`src/rtl/rx_es_pkg.sv`:
```
package rx_es_pkg;
  localparam int unsigned REG_W     = 8;
  localparam int unsigned FLAG_N    = 4;
  localparam int unsigned BIT_EARLY = 0;
  localparam int unsigned BIT_OVW   = 1;
  localparam int unsigned BIT_BAD   = 2;
  localparam int unsigned BIT_GOOD  = 3;
endpackage

```
`src/rtl/rx_es_frame_track.sv`:
```
module rx_es_frame_track #(
  parameter int unsigned CNT_W = 11
) (
  input  logic             clk,
  input  logic             rst_n,
  input  logic             byte_vld_i,
  input  logic             sof_i,
  input  logic             eof_i,
  input  logic [CNT_W-1:0] thresh_i,
  output logic             active_o,
  output logic             early_set_o
);
  localparam logic [CNT_W-1:0] CNT_MAX = {CNT_W{1'b1}};
  localparam logic [CNT_W-1:0] CNT_ONE = {{(CNT_W-1){1'b0}}, 1'b1};

  logic [CNT_W-1:0] cnt_q, cnt_d;
  logic             cnt_en;
  logic             act_q, act_d;
  logic             fired_q, fired_d;
  logic             early_set;

  // early trigger uses the registered count
  always_comb begin
    early_set = act_q & ~fired_q & ~eof_i & ~sof_i & (cnt_q > thresh_i);
  end

  always_comb begin
    cnt_en = 1'b0;
    cnt_d  = cnt_q;
    if (sof_i) begin
      cnt_en = 1'b1;
      cnt_d  = byte_vld_i ? CNT_ONE : '0;
    end else if (act_q && byte_vld_i && (cnt_q != CNT_MAX)) begin
      cnt_en = 1'b1;
      cnt_d  = cnt_q + CNT_ONE;
    end
  end

  always_comb begin
    act_d   = act_q;
    fired_d = fired_q;
    if (sof_i) begin
      act_d   = 1'b1;
      fired_d = 1'b0;
    end else begin
      if (eof_i)     act_d   = 1'b0;
      if (early_set) fired_d = 1'b1;
    end
  end

  always_ff @(posedge clk or negedge rst_n) begin
    if (!rst_n) begin
      cnt_q   <= '0;
      act_q   <= 1'b0;
      fired_q <= 1'b0;
    end else begin
      if (cnt_en) cnt_q <= cnt_d;
      act_q   <= act_d;
      fired_q <= fired_d;
    end
  end

  assign active_o    = act_q;
  assign early_set_o = early_set;

  // the counter holds at its ceiling
  a_r3_saturate: assert property (@(posedge clk) disable iff (!rst_n)
    (cnt_q == CNT_MAX && !sof_i) |=> (cnt_q == CNT_MAX));

  // a trigger marks the frame as fired
  a_r4_once_per_frame: assert property (@(posedge clk) disable iff (!rst_n)
    (early_set && !sof_i) |=> (fired_q && !early_set));
endmodule

```
`src/rtl/rx_es_flag_bank.sv`:
```
module rx_es_flag_bank #(
  parameter int unsigned N = 4
) (
  input  logic         clk,
  input  logic         rst_n,
  input  logic [N-1:0] set_i,
  input  logic [N-1:0] hw_clr_i,
  input  logic [N-1:0] sw_clr_i,
  output logic [N-1:0] flags_o
);
  logic [N-1:0] q;

  for (genvar g = 0; g < N; g++) begin : g_bit
    logic upd, nxt;

    always_comb begin
      upd = set_i[g] | hw_clr_i[g] | sw_clr_i[g];
      nxt = set_i[g] | (q[g] & ~(hw_clr_i[g] | sw_clr_i[g]));
    end

    always_ff @(posedge clk or negedge rst_n) begin
      if (!rst_n)   q[g] <= 1'b0;
      else if (upd) q[g] <= nxt;
    end

    // a set beats a clear in the same cycle
    a_r10_set_wins: assert property (@(posedge clk) disable iff (!rst_n)
      set_i[g] |=> flags_o[g]);

    // a write-1 clear without a set empties the flag
    a_r9_w1c: assert property (@(posedge clk) disable iff (!rst_n)
      (sw_clr_i[g] && !set_i[g]) |=> !flags_o[g]);
  end

  assign flags_o = q;
endmodule

```
`src/rtl/rx_early_status.sv`:
```
module rx_early_status
  import rx_es_pkg::*;
#(
  parameter int unsigned CNT_W = 11,
  parameter int unsigned PTR_W = 16
) (
  input  logic             clk,
  input  logic             rst_n,
  input  logic             byte_vld,
  input  logic             sof,
  input  logic             eof,
  input  logic             eof_good,
  input  logic [CNT_W-1:0] thresh,
  input  logic [PTR_W-1:0] wr_ptr,
  input  logic [PTR_W-1:0] rd_ptr,
  input  logic             reg_wr_en,
  input  logic [REG_W-1:0] reg_wr_data,
  output logic [REG_W-1:0] status,
  output logic             rok_irq_req,
  output logic             isr_rok_set,
  output logic             isr_rer_set
);
  localparam int unsigned PAD_W = REG_W - FLAG_N;

  logic              active, early_set, frame_end;
  logic [FLAG_N-1:0] set_v, hw_clr_v, sw_clr_v, flags;
  logic              irq_q, rok_q, rer_q;
  logic              irq_d, rok_d, rer_d;
  logic [PAD_W-1:0]  unused_wr_hi;

  assign unused_wr_hi = reg_wr_data[REG_W-1:FLAG_N];

  rx_es_frame_track #(.CNT_W(CNT_W)) u_track (
    .clk         (clk),
    .rst_n       (rst_n),
    .byte_vld_i  (byte_vld),
    .sof_i       (sof),
    .eof_i       (eof),
    .thresh_i    (thresh),
    .active_o    (active),
    .early_set_o (early_set)
  );

  always_comb begin
    frame_end            = eof & active;
    set_v                = '0;
    set_v[BIT_EARLY]     = early_set;
    set_v[BIT_OVW]       = (wr_ptr == rd_ptr);
    set_v[BIT_BAD]       = frame_end & ~eof_good;
    set_v[BIT_GOOD]      = frame_end & eof_good;
    hw_clr_v             = '0;
    hw_clr_v[BIT_EARLY]  = frame_end;
    sw_clr_v             = reg_wr_en ? reg_wr_data[FLAG_N-1:0] : '0;
  end

  rx_es_flag_bank #(.N(FLAG_N)) u_flags (
    .clk      (clk),
    .rst_n    (rst_n),
    .set_i    (set_v),
    .hw_clr_i (hw_clr_v),
    .sw_clr_i (sw_clr_v),
    .flags_o  (flags)
  );

  always_comb begin
    irq_d = early_set;
    rok_d = frame_end & eof_good;
    rer_d = frame_end & ~eof_good;
  end

  always_ff @(posedge clk or negedge rst_n) begin
    if (!rst_n) begin
      irq_q <= 1'b0;
      rok_q <= 1'b0;
      rer_q <= 1'b0;
    end else begin
      irq_q <= irq_d;
      rok_q <= rok_d;
      rer_q <= rer_d;
    end
  end

  assign status      = {{PAD_W{1'b0}}, flags};
  assign rok_irq_req = irq_q;
  assign isr_rok_set = rok_q;
  assign isr_rer_set = rer_q;

  // the interrupt request coincides with a raised early flag
  a_r5_irq_with_flag: assert property (@(posedge clk) disable iff (!rst_n)
    rok_irq_req |-> status[BIT_EARLY]);

  // frame-end pulses find the early flag retired
  a_r6_early_retired: assert property (@(posedge clk) disable iff (!rst_n)
    (isr_rok_set || isr_rer_set) |-> !status[BIT_EARLY]);

  // only one verdict per frame end
  a_r6_one_verdict: assert property (@(posedge clk) disable iff (!rst_n)
    !(isr_rok_set && isr_rer_set));

  // pointer match raises the overwrite flag
  a_r8_overwrite: assert property (@(posedge clk) disable iff (!rst_n)
    (wr_ptr == rd_ptr) |=> status[BIT_OVW]);
endmodule

```
`config.mk`:
```
export PLATFORM = sky130hd
export DESIGN_NAME = rx_early_status
export DESIGN_NICKNAME = d
export VERILOG_FILES = /design/src/rtl/rx_es_pkg.sv /design/src/rtl/rx_es_frame_track.sv /design/src/rtl/rx_es_flag_bank.sv /design/src/rtl/rx_early_status.sv
export SDC_FILE = /design/constraint.sdc
export NUM_CORES = 1
export LEC_CHECK = 0
export ABC_AREA = 1
export ABC_CLOCK_PERIOD_IN_PS = 1400
export BUFFER_PORTS_ARGS = -buffer_cell sky130_fd_sc_hd__buf_2
export CORE_MARGIN = 8
export CORE_UTILIZATION = 40
export CTS_CLUSTER_SIZE = 10
export DETAILED_ROUTE_END_ITERATION = 12
export PLACE_DENSITY = 0.72
export SLEW_MARGIN = 0
export SYNTH_ARGS = -nofsm -noshare
export SYNTH_HDL_FRONTEND = slang
export SYNTH_SLANG_ARGS = --single-unit
```
`constraint.sdc`:
```
create_clock -name clk -period 1.4 [get_ports clk]
set_input_delay 0.07 -clock clk [delete_from_list [all_inputs] [get_ports clk]]
set_output_delay 0.07 -clock clk [all_outputs]
set_load 0.02 [all_outputs]
```
==> results.json <==
{
  "endpoint_kind": "register",
  "synth-edff-count": 0,
  "drive_gt1_frac": 0.3497,
  "synthTopCellsByArea": "dfrtp_1 (32%), nand2_1 (17%), ha_1 (9.5%)",
  "p_per_area_nw_per_um2": 681.3,
  "grt_usage": 0.1253,
  "insertion_delay_ns": 0.26,
  "worst_path_dominant_cell_family": "simple AND/OR/NAND/NOR gates",
  "ys_warn_count": 0,
  "nFillCells": 377,
  "wl_per_cell_um": 11.23,
  "cp.arrival_ns": 1.54,
  "grt_start_max_net_pins": 21,
  "yosysMostFrequentCell": "nand2_1",
  "rows": 23,
  "first_pass_iters": 4,
  "cts_buffers": 3,
  "routabilityCongestion": 0.8249,
  "yosysSeqAreaShare": 0.3152,
  "min_period_ns": 1.339,
  "seqCellArea_um2": 500.5,
  "cp_cell_sequence": "ha_2 -> inv_2 -> nor2_4 -> nand3_4 -> nand2_4 -> nand2_4 -> clkinv_4 -> nand2_1 -> nand2_1",
  "cts_sinks": 20,
  "status": "complete, no violations",
  "post_synth.cell_area_avg_um2": 6.934,
  "drcViolationCount": 0,
  "postSynthCellCount": 229,
  "syn-cell-area_um2": 1588,
  "async_flop_share": 1.000,
  "crit_fanout": 7,
  "synthFlopType": "dfrtp_1",
  "hold_violations": 0,
  "crit_slowest_cell": "dfrtp_1",
  "clockBufferDepth": 2,
  "nets": 377,
  "start_util": 0.4057,
  "grt_pass1_wl_mm": 6.423,
  "routed_via_density": 4.461,
  "cp-start-kind": "register",
  "antenna_found_initial": 0,
  "diodes": 0,
  "die_w_um": 79.01,
  "synthToLayoutAreaGrowth_pct": 39.48,
  "synth_top_area_share": 0.3152,
  "skew_ns": 0.001766,
  "cts.reportedPaths.clkPinSlew_ns": 0.08,
  "cts_tree": "done",
  "finalSetupTns_ns": 0,
  "root_buffer": "clkbuf_8",
  "htreeDepth": 1,
  "critical-path-max-stage-delay_ns": 0.40,
  "finalSetupViolCount": 0,
  "drv_slew": 0,
  "die_area_um2": 6242,
  "synth_area_leader_cell": "dfrtp_1",
  "p_leak_nw": 1.308,
  "crit_buf_inv": 2,
  "crit_type": "reg -> reg",
  "cp.required_ns": 1.60,
  "io_pins": 69,
  "rsz0062_at_grt": "true",
  "p_total_mw": 1.509,
  "die_h_um": 79.01,
  "fmaxAchievable_mhz": 746.9,
  "dp_hpwl_mm": 3.252,
  "synth.distinct_cells": 25,
  "drt_iter0_drc": 70,
  "ys_ff_latch": 20,
  "yosys-top-cells-count": "nand2_1 (72), inv_1 (37), nor2_1 (26)",
  "grt_pass1_vias": 1505,
  "peakVddDrop_uv": 294.5,
  "min_path_type": "in -> reg",
  "overflow": 0,
  "final.period_utilization": 0.9563,
  "utilization": 0.5659,
  "ant_nets": 0,
  "core_um2": 3914,
  "multi_input_area_um2": 1007,
  "drt-total-wl_mm": 3.998,
  "maxCapViolCount": 0,
  "port_buffers": 60,
  "dr_total_vias": 1588
}
[sequential cells by signal (all words and copies together), names as in the netlist]
name              cells
isr_rer_set           1
rok_irq_req           1
u_track.active_o      1
u_track.cnt_q        11
u_flags.flags_o       4
u_track.fired_q       1
isr_rok_set           1
[routing by layer]
layer / global-route usage / up-vias / part of all wire
met5: 0 / - / 0
met4: 0.04444 / 0 / 0.013
met3: 0.02596 / 5 / 0.056
met2: 0.2227 / 35 / 0.52
met1: 0.1443 / 699 / 0.41
li1: - / 849 / -
[path summary, 6_finish.rpt]
check,depth (start not counted),to,from,slack [ns]
worst max register to register,9,u_track.cnt_q[6],u_track.cnt_q[1],0.06
min in group asynchronous,2,u_track.cnt_q[4],rst_n,0.30
worst min register to register,2,u_flags.flags_o[3],u_flags.flags_o[3],0.48
worst min-delay path,4,u_flags.flags_o[3],reg_wr_data[3],0.04
max in group asynchronous,2,isr_rok_set,rst_n,0.79
worst max-delay path,9,u_track.cnt_q[6],u_track.cnt_q[1],0.06
[through the flow]
| step | setup WS [ns] | instances | area [um^2] | hold slack [ns] |
|---|---|---|---|---|
| 3_3_place_gp | 0.0007330 | 345 | 1981 | 0.04085 |
| 5_1_grt | -0.04756 | 356 | 2215 | 0.06373 |
| 3_5_place_dp | -0.02369 | 345 | 1981 | 0.04276 |
| 4_1_cts | 0.004100 | 354 | 2100 | 0.04432 |
| 2_1_floorplan | 0.09573 | 232 | 1599 | -0.2256 |
| 6_report | 0.06115 | 356 | 2215 | 0.04376 |
[worst min-delay path, cell delays in order]
cell	delay (ns)
buf_2	0.07
nand2_1	0.04
nand2_1	0.05
nand2_1	0.04
[kinds of logic after synthesis]
logic type | Yosys count | share of synthesized area
xor gates and xnor gates | 15 | 0.08274
DFF | 20 | 0.3152
adders and majority gates | 12 | 0.09456
AOI/OAI and AO/OA | 10 | 0.03388
and+or+nand+nor | 126 | 0.3475
other | 1 | 0.002362
buffers and inverters | 45 | 0.1237
[repair_timing]
item,in CTS,in global routing
hold endpoints to repair,21,0
pin swaps,0,12
resized for setup,2,24
endpoints found under the setup margin,11,13
buffers inserted,3,2
hold buffers,2,0
[power breakdown]
part | total (mW) | internal (mW) | leakage [nW] | switching (mW)
logic | 0.320 | 0.142 | 1.00 | 0.178
clock network | 0.577 | 0.382 | 0.0357 | 0.195
registers | 0.612 | 0.598 | 0.269 | 0.0142
[layout by cell type (no fill, tap or decap), types with 2 or more instances in the layout]
cell	count
nand3_1	10
o21ai_1	2
nand2_2	9
xor2_1	15
dfrtp_1	20
o21ai_0	2
buf_2	60
clkbuf_8	3
buf_4	13
nor2_1	22
nor2_2	2
nor3_1	2
nand2_4	3
nor2_4	4
dlygate4sd3_1	2
nand2_1	63
inv_2	3
ha_4	3
a21oi_1	4
nand4_1	7
inv_1	36
ha_1	8
conb_1	4
[area by class of cell]
class,count,share of cell area
Sequential cell,20,0.2260
Clock inverter,1,0.01356
Clock buffer,3,0.01864
Multi-Input combinational cell,167,0.4548
Timing Repair Buffer,75,0.1887
Inverter,40,0.07006
Tap cell,50,0.02825
Note: power is estimated with default switching activity, not from simulation.
